File: src/rtl/tpwm_pkg.sv
package tpwm_pkg;
  localparam int NLEG = 3;
  localparam int MW   = 3 * NLEG;

  typedef struct packed {
    logic run;
    logic load;
  } tpwm_strobe_t;
endpackage

File: src/rtl/tpwm_ctrl.sv
module tpwm_ctrl import tpwm_pkg::*; #(
  parameter int CW = 16
) (
  input  logic          clk,
  input  logic          rstN,
  input  logic          dblMode,
  input  logic [CW-1:0] perS,
  output tpwm_strobe_t  stb,
  output logic [CW-1:0] cnt,
  output logic          syncPulse,
  output logic          pwmIrq
);
  logic [CW-1:0] cntQ;
  logic upQ, runQ, syncPrev, irqQ;
  logic atTop, atBottom;

  always_comb begin
    atTop    = ({1'b0, cntQ} + {{CW{1'b0}}, 1'b1}) >= {1'b0, perS};
    atBottom = !upQ && (cntQ == '0);
  end

  always_ff @(posedge clk or negedge rstN) begin
    if (!rstN) begin
      cntQ     <= '0;
      upQ      <= 1'b0;
      runQ     <= 1'b0;
      syncPrev <= 1'b0;
      irqQ     <= 1'b0;
    end else begin
      syncPrev <= syncPulse;
      irqQ     <= syncPulse && !syncPrev;
      if (atBottom) begin
        upQ  <= 1'b1;
        runQ <= 1'b1;
      end else if (upQ && atTop) begin
        upQ <= 1'b0;
      end else if (upQ) begin
        cntQ <= cntQ + 1'b1;
      end else begin
        cntQ <= cntQ - 1'b1;
      end
    end
  end

  assign stb.run   = runQ;
  assign stb.load  = atBottom || (upQ && atTop && dblMode);
  assign cnt       = cntQ;
  assign syncPulse = runQ && upQ && (cntQ == '0);
  assign pwmIrq    = irqQ;


  sync_single_chk: assert property (@(posedge clk) disable iff (!rstN)
    syncPulse |=> !syncPulse);


  irq_follow_chk: assert property (@(posedge clk) disable iff (!rstN)
    syncPulse |=> pwmIrq);
endmodule

File: src/rtl/tpwm_datapath.sv
module tpwm_datapath import tpwm_pkg::*; #(
  parameter int CW = 16,
  parameter int DW = 10,
  parameter int KW = 8
) (
  input  logic                     clk,
  input  logic                     rstN,
  input  tpwm_strobe_t             stb,
  input  logic [CW-1:0]            cnt,
  input  logic [CW-1:0]            periodIn,
  input  logic [DW-1:0]            deadIn,
  input  logic [DW-1:0]            minPulseIn,
  input  logic [NLEG-1:0][CW-1:0]  dutyIn,
  input  logic [MW-1:0]            segMask,
  input  logic                     chopHiEn,
  input  logic                     chopLoEn,
  input  logic [KW-1:0]            chopDiv,
  output logic [CW-1:0]            perS,
  output logic [NLEG-1:0]          gateHi,
  output logic [NLEG-1:0]          gateLo
);
  localparam int SW = CW + 2;

  logic [DW-1:0]           dtS, minS;
  logic [NLEG-1:0][CW-1:0] dutyS;
  logic [MW-1:0]           maskS;
  logic [KW-1:0]           chopCnt;
  logic                    chopWave;
  logic signed [SW-1:0]    pS, tS, mS, cS;

  always_ff @(posedge clk or negedge rstN) begin
    if (!rstN) begin
      perS  <= '0;
      dtS   <= '0;
      minS  <= '0;
      dutyS <= '0;
      maskS <= '0;
    end else if (stb.load) begin
      perS  <= periodIn;
      dtS   <= deadIn;
      minS  <= minPulseIn;
      dutyS <= dutyIn;
      maskS <= segMask;
    end
  end

  always_ff @(posedge clk or negedge rstN) begin
    if (!rstN) begin
      chopCnt  <= '0;
      chopWave <= 1'b0;
    end else if (chopCnt == chopDiv) begin
      chopCnt  <= '0;
      chopWave <= ~chopWave;
    end else begin
      chopCnt <= chopCnt + 1'b1;
    end
  end

  always_comb begin
    pS = $signed({2'b00, perS});
    cS = $signed({2'b00, cnt});
    tS = $signed({{(SW-DW){1'b0}}, dtS});
    mS = $signed({{(SW-DW){1'b0}}, minS});
  end

  for (genvar g = 0; g < NLEG; g++) begin : gLeg
    localparam int HB = (g == 0) ? 5 : ((g == 1) ? 2 : 1);
    localparam int LB = (g == 0) ? 4 : ((g == 1) ? 3 : 0);
    localparam int XB = MW - 1 - g;

    logic signed [SW-1:0] dS, hiW, loW;
    logic hiOn, loOn, hiSel, loSel, hiM, loM;

    always_comb begin
      dS    = $signed({2'b00, dutyS[g]});
      hiW   = dS - tS;
      loW   = pS - dS - tS;
      hiOn  = (cS >= (pS - hiW)) && (hiW >= mS);
      loOn  = (cS < loW) && (loW >= mS);
      hiSel = maskS[XB] ? loOn : hiOn;
      loSel = maskS[XB] ? hiOn : loOn;
      hiM   = hiSel && !maskS[HB] && stb.run;
      loM   = loSel && !maskS[LB] && stb.run;
    end

    assign gateHi[g] = hiM && (chopWave || !chopHiEn);
    assign gateLo[g] = loM && (chopWave || !chopLoEn);


    leg_excl_chk: assert property (@(posedge clk) disable iff (!rstN)
      !(gateHi[g] && gateLo[g]));
  end


  shadow_hold_chk: assert property (@(posedge clk) disable iff (!rstN)
    !stb.load |=> $stable(perS));
endmodule

File: src/rtl/tri_phase_pwm.sv
module tri_phase_pwm import tpwm_pkg::*; #(
  parameter int CW = 16,
  parameter int DW = 10,
  parameter int KW = 8
) (
  input  logic            clk,
  input  logic            rstN,
  input  logic [CW-1:0]   periodIn,
  input  logic [DW-1:0]   deadIn,
  input  logic [DW-1:0]   minPulseIn,
  input  logic [CW-1:0]   dutyA,
  input  logic [CW-1:0]   dutyB,
  input  logic [CW-1:0]   dutyC,
  input  logic [MW-1:0]   segMask,
  input  logic            dblMode,
  input  logic            chopHiEn,
  input  logic            chopLoEn,
  input  logic [KW-1:0]   chopDiv,
  output logic [NLEG-1:0] gateHi,
  output logic [NLEG-1:0] gateLo,
  output logic            syncPulse,
  output logic            pwmIrq
);
  tpwm_strobe_t stb;
  logic [CW-1:0] cnt;
  logic [CW-1:0] perS;

  tpwm_ctrl #(.CW(CW)) uCtrl (
    .clk(clk), .rstN(rstN), .dblMode(dblMode), .perS(perS),
    .stb(stb), .cnt(cnt), .syncPulse(syncPulse), .pwmIrq(pwmIrq)
  );

  tpwm_datapath #(.CW(CW), .DW(DW), .KW(KW)) uData (
    .clk(clk), .rstN(rstN), .stb(stb), .cnt(cnt),
    .periodIn(periodIn), .deadIn(deadIn), .minPulseIn(minPulseIn),
    .dutyIn({dutyC, dutyB, dutyA}), .segMask(segMask),
    .chopHiEn(chopHiEn), .chopLoEn(chopLoEn), .chopDiv(chopDiv),
    .perS(perS), .gateHi(gateHi), .gateLo(gateLo)
  );
endmodule

File: config.mk
export PLATFORM = sky130hd
export DESIGN_NAME = tri_phase_pwm
export DESIGN_NICKNAME = d
export VERILOG_FILES = /design/src/rtl/tpwm_pkg.sv /design/src/rtl/tpwm_ctrl.sv /design/src/rtl/tpwm_datapath.sv /design/src/rtl/tri_phase_pwm.sv
export SDC_FILE = /design/constraint.sdc
export NUM_CORES = 1
export LEC_CHECK = 0
export BUFFER_PORTS_ARGS = -buffer_cell sky130_fd_sc_hd__buf_4
export CAP_MARGIN = 20
export CORE_MARGIN = 8
export CORE_UTILIZATION = 50
export CTS_BUF_LIST = sky130_fd_sc_hd__clkbuf_16
export CTS_CLUSTER_SIZE = 25
export DETAILED_ROUTE_END_ITERATION = 6
export HOLD_SLACK_MARGIN = 0.02
export PLACE_DENSITY = 0.68
export RECOVER_POWER = 25
export SYNTH_ARGS = -nofsm -noshare
export SYNTH_HDL_FRONTEND = slang
export SYNTH_HIERARCHICAL = 1
export SYNTH_SLANG_ARGS = --single-unit
export TNS_END_PERCENT = 100
File: constraint.sdc
create_clock -name clk -period 8.8 [get_ports clk]
set_input_delay 1.32 -clock clk [delete_from_list [all_inputs] [get_ports clk]]
set_output_delay 1.32 -clock clk [all_outputs]
set_load 0.02 [all_outputs]
==> results.yml, run 1 <==
yosys:
  synth_cell_type_count: 98
  ys_top_cells_by_count: "333 x ha_1, 187 x inv_1, 186 x o21ai_0, 144 x nand2_1, 122 x dfrtp_1"
  ys_seq_elements: 122
  synth_mux_area_frac: 0.01926
  synth_area_um2: 17210
  synth_top_family_by_area: "adder cells"
  synth_most_common_cell: "ha_1"
  synth_compound_area_frac: 0.2352
  synthTopCellsByArea: "ha_1 24%, dfrtp_1 18%, xnor2_1 6.0%, o21ai_0 5.4%, inv_1 4.1%"
  synth_top_area_frac: 0.2421
  synth_simple_gate_area_frac: 0.1624
  yosys_warnings: 6
  avgSynthCellArea_um2: 8.299
  async_reset_ff_frac: 1.000
  syn-instance-count: 2074
  synth_edf_count: 0
  ys.flop_type: "dfrtp_1"
  syn_nets: 2526
  synthAdderAreaFrac: 0.2608
  yosysTopAreaCell: "ha_1"
  synth_seq_area_share: 0.1774
  synth_xor_area_frac: 0.09610
run:
  max_cap_violations: 1
floorplanning:
  start_util: 0.5033
  fp.dieH_um: 201.5
  core_um2: 34200
  num_rows: 68
  die_w_um: 201.5
  ios: 114
  die_area_um2: 40620
placement:
  routabilityCongestion: 0.9239
  portBuffers: 113
  dpl_worst_slack_ns: 0.6832
  dp_hpwl_um: 42260
drt:
  drc: 0
  drtIter0Drc: 1018
  wire_per_inst_um: 19.77
  routed_via_density: 6.005
  dr.pass1.iters: 6
  vias: 15996
  antenna_left: 0
  wirelength_um: 52670
clock_tree:
  clk_pin_slew_ns: 0.06
  numCtsBuffers: 17
  h-tree-depth: 4
  hold_buffers: 0
  ctsLongestPathBuffers: 2
  clk_latency_ns: 0.46
  clock-root-buffer: "clkbuf_16"
  cts_tree: "done"
  cts_sinks: 122
sta:
  fin_setup_tns_ns: 0
  setup_violations: 0
  finClkSkew_ns: 0.009949
  min_period_ns: 8.592
  layout_setup_ws_ns: 0.2076
  hold-worst-slack_ns: 0.4114
  min_period_over_period: 0.9764
  worst_slew_pin_slew_ns: 3.187
  fmax_ghz: 0.1164
  hold_viol_final: 0
  rsz0062_at_grt: "false"
  final_max_slew_viol_count: 57
  relSlewSlack: -1.125
setup_path:
  worstSetupEndpointType: "output pin"
  path_class: "reg -> out"
  cpPeakStageDelay_ns: 0.46
  critPathSlowestCell: "dfrtp_2"
  reg2reg_slack_ns: 3.36
  cp_max_fo: 7
  cp-start-kind: "flop"
  cpMostUsedCell: "a21o_1"
  critical_path_required_ns: 7.48
  cp.arrival_ns: 7.27
global_routing:
  grt_usage: 0.2525
  grt_max_degree: 68
  antenna_found_initial: 0
  overflow: 0
  grt_pass1_vias: 16066
  grt_pass1_wl_um: 81930
finish:
  syn_to_final_growth_pct: 11.79
  insertedDiodeCount: 0
  final_nets: 2648
  drive_gt1_frac: 0.1050
outcome:
  outcome: "finished, violations left"
  violations: "capacitance limit, slew limit"
hold_path:
  hp-class: "reg -> reg"
==> path summary, 6_finish.rpt <==
kind                       cells after the start            from               to
hold / removal                                 1  uCtrl/syncPrev     uCtrl/pwmIrq
hold reg to reg                                1  uCtrl/syncPrev     uCtrl/pwmIrq
min in group asynchronous                      1            rstN   uData/dutyS[3]
setup / recovery                              29    uData/dtS[0]        gateHi[2]
max in group asynchronous                      2            rstN  uData/dutyS[44]
setup reg to reg                              16    uCtrl/cnt[1]    uData/perS[8]
==> routing by layer <==
metal / share of wire / track usage / vias up / wire (um)
met5: 0 / 0 / - / 0
met4: 0.033 / 0.1002 / 0 / 1736
met1: 0.44 / 0.3083 / 7700 / 23070
met2: 0.49 / 0.4437 / 429 / 25550
li1: - / - / 7763 / -
met3: 0.044 / 0.03329 / 104 / 2307
==> cells in the final DEF, fill, tap and decap left out, types with 6 or more instances in the layout <==
master | synthesis | final
o2111ai_1 | 9 | 9
fa_1 | 13 | 13
o31a_1 | 12 | 12
o41ai_1 | 8 | 8
nand2b_1 | 43 | 43
inv_1 | 187 | 187
nand2_1 | 144 | 144
nor4_1 | 8 | 8
or2_2 | 6 | 6
o21ai_0 | 186 | 186
o21ai_1 | 7 | 7
a211oi_1 | 19 | 19
and2_1 | 12 | 12
nand3_1 | 45 | 45
a211o_1 | 9 | 9
a31oi_1 | 9 | 9
o211ai_1 | 16 | 16
o22ai_1 | 7 | 7
nand4_1 | 21 | 21
and3_1 | 18 | 18
dfrtp_1 | 122 | 121
nor2b_1 | 44 | 44
o21a_1 | 42 | 41
or3_1 | 18 | 18
nor3_1 | 42 | 42
clkbuf_16 | 0 | 17
nor2_1 | 114 | 114
a21o_1 | 70 | 70
buf_4 | 1 | 133
a21oi_1 | 121 | 120
xor2_1 | 70 | 70
a311oi_1 | 6 | 6
o31ai_1 | 8 | 8
ha_1 | 333 | 333
xnor2_1 | 117 | 117
o21bai_1 | 17 | 17
mux2_2 | 25 | 25
==> layout make-up <==
type	count	area, um^2
multi-input cells	1733	13340
fillers	3260	14960
clock inverters	15	141.4
clock buffers	17	425.4
flip-flops and latches	122	3054
repair buffers	135	1006
inverters	187	701.9
well taps	455	569.3
==> critical path: cells and delay by family, from the launching register on <==
kind,cells,cell delay (ns)
AO/OA/AOI/OAI,16,3.07
XOR/XNOR,2,0.38
adder cells (fa/ha/maj),6,2.11
buffers and inverters,2,0.24
flip-flops,1,0.46
AND/OR/NAND/NOR,3,0.56
==> timing repair <==
| item | in CTS | in global routing |
|---|---|---|
| resized for setup | 0 | 4 |
| hold endpoints to repair | 0 | 0 |
| endpoints found under the setup margin | 0 | 2 |
| setup buffers | 0 | 2 |
==> metrics by stage <==
stage | util | cell area (um^2) | cells
6_report | 0.5626 | 19240 | 2664
5_1_grt | 0.5626 | 19240 | 2664
4_1_cts | 0.5619 | 19220 | 2662
3_5_place_dp | 0.5453 | 18650 | 2630
3_3_place_gp | 0.5453 | 18650 | 2630
2_1_floorplan | - | 17210 | 2074
==> registers in the layout, summed over array words and instances, names as in the netlist <==
register        flops
uData/dutyS        48
uCtrl/cnt          16
uData/perS         16
uData/dtS          10
uData/minS         10
uData/maskS         9
uData/chopCnt       8
uCtrl/pwmIrq        1
uCtrl/runQ          1
uCtrl/syncPrev      1
uCtrl/upQ           1
uData/chopWave      1
==> kinds of logic (layout without fill, tap and decap cells) <==
logic type	Yosys count	count (layout)
flops	122	122
fa+ha+maj	352	352
compound gates	612	612
mux	29	29
buf+inv	219	354
simple gates	552	552
xor+xnor	188	188
Power of run 1 is left out: the tool's default activity adds up to more than one toggle a clock period on the data nets, which glitch-free logic cannot reach.
==> inputs of run 2 (changes only) <==
--- a/config.mk
+++ b/config.mk
@@ -9,7 +9,7 @@
 export CAP_MARGIN = 20
 export CORE_MARGIN = 8
 export CORE_UTILIZATION = 50
-export CTS_BUF_LIST = sky130_fd_sc_hd__clkbuf_16
+export CTS_BUF_LIST = sky130_fd_sc_hd__clkbuf_4 sky130_fd_sc_hd__clkbuf_8 sky130_fd_sc_hd__clkbuf_16
 export CTS_CLUSTER_SIZE = 25
 export DETAILED_ROUTE_END_ITERATION = 6
 export HOLD_SLACK_MARGIN = 0.02
==> run 2 against run 1 <==
  * The flow still finishes with violations (capacitance limit, slew limit)
  * Clock skew hardly changed
  * Utilization is essentially flat
  * Largest cell class unchanged
  * Count of clock-buffer cells in the layout grew 1
  * Highest routed layer unchanged
==> results.yml, run 2 (same netlist as run 1, synthesis figures left out) <==
sta:
  relSlewSlack: -1.120
  fmax_ghz: 0.1166
  hold_viol_final: 0
  finClkSkew_ns: 0.009584
  fin_setup_tns_ns: 0
  min_period_over_period: 0.9744
  setup_violations: 0
  rsz0062_at_grt: "false"
  worst_slew_pin_slew_ns: 3.180
  min_period_ns: 8.575
  final_max_slew_viol_count: 57
global_routing:
  grt_max_degree: 68
  grt_pass1_vias: 16072
  busiest_layer: "met2"
  grt.met1_usage: 0.3087
  antenna_found_initial: 0
  use_met2: 0.4441
  use_met3: 0.03329
  overflow: 0
  grt_usage: 0.2528
  grt_pass1_wl_um: 82040
drt:
  drtIter0Drc: 971
  wire_per_inst_um: 19.76
  routed_via_density: 5.991
  vias: 15960
  drc: 0
  dr.pass1.iters: 5
  antenna_left: 0
  wirelength_um: 52640
outcome:
  violations: "capacitance limit, slew limit"
  outcome: "finished, violations left"
setup_path:
  cp-start-kind: "flop"
  r2r-start: "uCtrl/cnt[1]"
  critical_path_required_ns: 7.48
  cpMostUsedCell: "a21o_1"
  critPathSlowestCell: "dfrtp_2"
  path_class: "reg -> out"
  worstSetupEndpointType: "output pin"
  r2r_end: "uData/perS[8]"
  cp_max_fo: 7
  cp.arrival_ns: 7.25
  r2r_cells: 16
  cpPeakStageDelay_ns: 0.46
  reg2reg_slack_ns: 3.35
hold_path:
  hp-start: "uCtrl/syncPrev"
  hold_end: "uCtrl/pwmIrq"
  hold_depth: 1
  hp-class: "reg -> reg"
clock_tree:
  clk_pin_slew_ns: 0.06
  clk_latency_ns: 0.46
  numCtsBuffers: 17
  cts_sinks: 122
  clock-root-buffer: "clkbuf_16"
  cts_tree: "done"
  ctsLongestPathBuffers: 2
  h-tree-depth: 4
floorplanning:
  num_rows: 68
  die_w_um: 201.5
  ios: 114
  core_um2: 34200
  die_area_um2: 40620
  start_util: 0.5033
  fp.dieH_um: 201.5
finish:
  fin_util: 0.5629
  final_cell_mix: "333 x ha_1, 187 x inv_1, 186 x o21ai_0"
  final_common_cell: "ha_1"
  fillCellCount: 3258
  largest_reg_flops: 48
  regArea_um2: 3054
  top_register: "uData/dutyS"
  final_area_um2: 19250
  final_nets: 2648
  drive_gt1_frac: 0.1055
  multi_input_area_um2: 13340
  insertedDiodeCount: 0
  syn_to_final_growth_pct: 11.85
placement:
  dp_hpwl_um: 42260
  routabilityCongestion: 0.9239
  dpl-instance-area_um2: 18650
  portBuffers: 113
run:
  max_cap_violations: 1
## run 2: routing by layer
layer	share of wire	wire [um]
met2	0.49	25570
met3	0.046	2411
met1	0.44	22930
met4	0.033	1721
met5	0	0
## run 2: area by class of cell
class,instances,share of cell area
inverter,187,0.03646
tap,455,0.02957
clock inverter,14,0.007149
timing repair buffer,135,0.05225
multi-input combinational,1733,0.6931
sequential,122,0.1586
clock buffer,18,0.02281
## run 2: worst max path at each step
| stage | to | cells past startpoint | slack [ns] | from |
|---|---|---|---|---|
| floorplan | gateHi[2] | 29 | 1.30 | uData/dtS[1] |
| global placement | gateHi[2] | 29 | 0.97 | uData/dtS[0] |
| detailed placement | gateLo[2] | 29 | 0.68 | uData/dtS[0] |
| CTS | gateHi[2] | 29 | 0.15 | uData/dtS[0] |
| global route | gateLo[2] | 29 | 0.07 | uData/dtS[0] |
| finish | gateHi[2] | 29 | 0.23 | uData/dtS[0] |
## run 2: through the flow
step	setup slack [ns]	hold WS, ns	std cells
floorplan	1.296	0.3853	2074
global placement	0.9707	0.3967	2630
detailed placement	0.6832	0.4031	2630
CTS	0.1516	0.4113	2662
global route	0.07391	0.4335	2664
finish	0.2252	0.4093	2664
## run 2: worst max-delay path, delay by kind of cell (launching register included)
family	cells	cell delay [ns]
xor+xnor	2	0.37
simple gates	3	0.56
compound gates	16	3.07
flops	1	0.46
fa+ha+maj	6	2.09
buf+inv	2	0.24
## run 2: what timing repair did
| item | in CTS | in global routing |
|---|---|---|
| resized for setup | 0 | 4 |
| endpoints found under the hold margin | 0 | 0 |
| hold buffers | 0 | 0 |
| buffers inserted | 0 | 2 |
| endpoints found under the setup margin | 0 | 2 |
Power of run 2 is left out for the same reason.
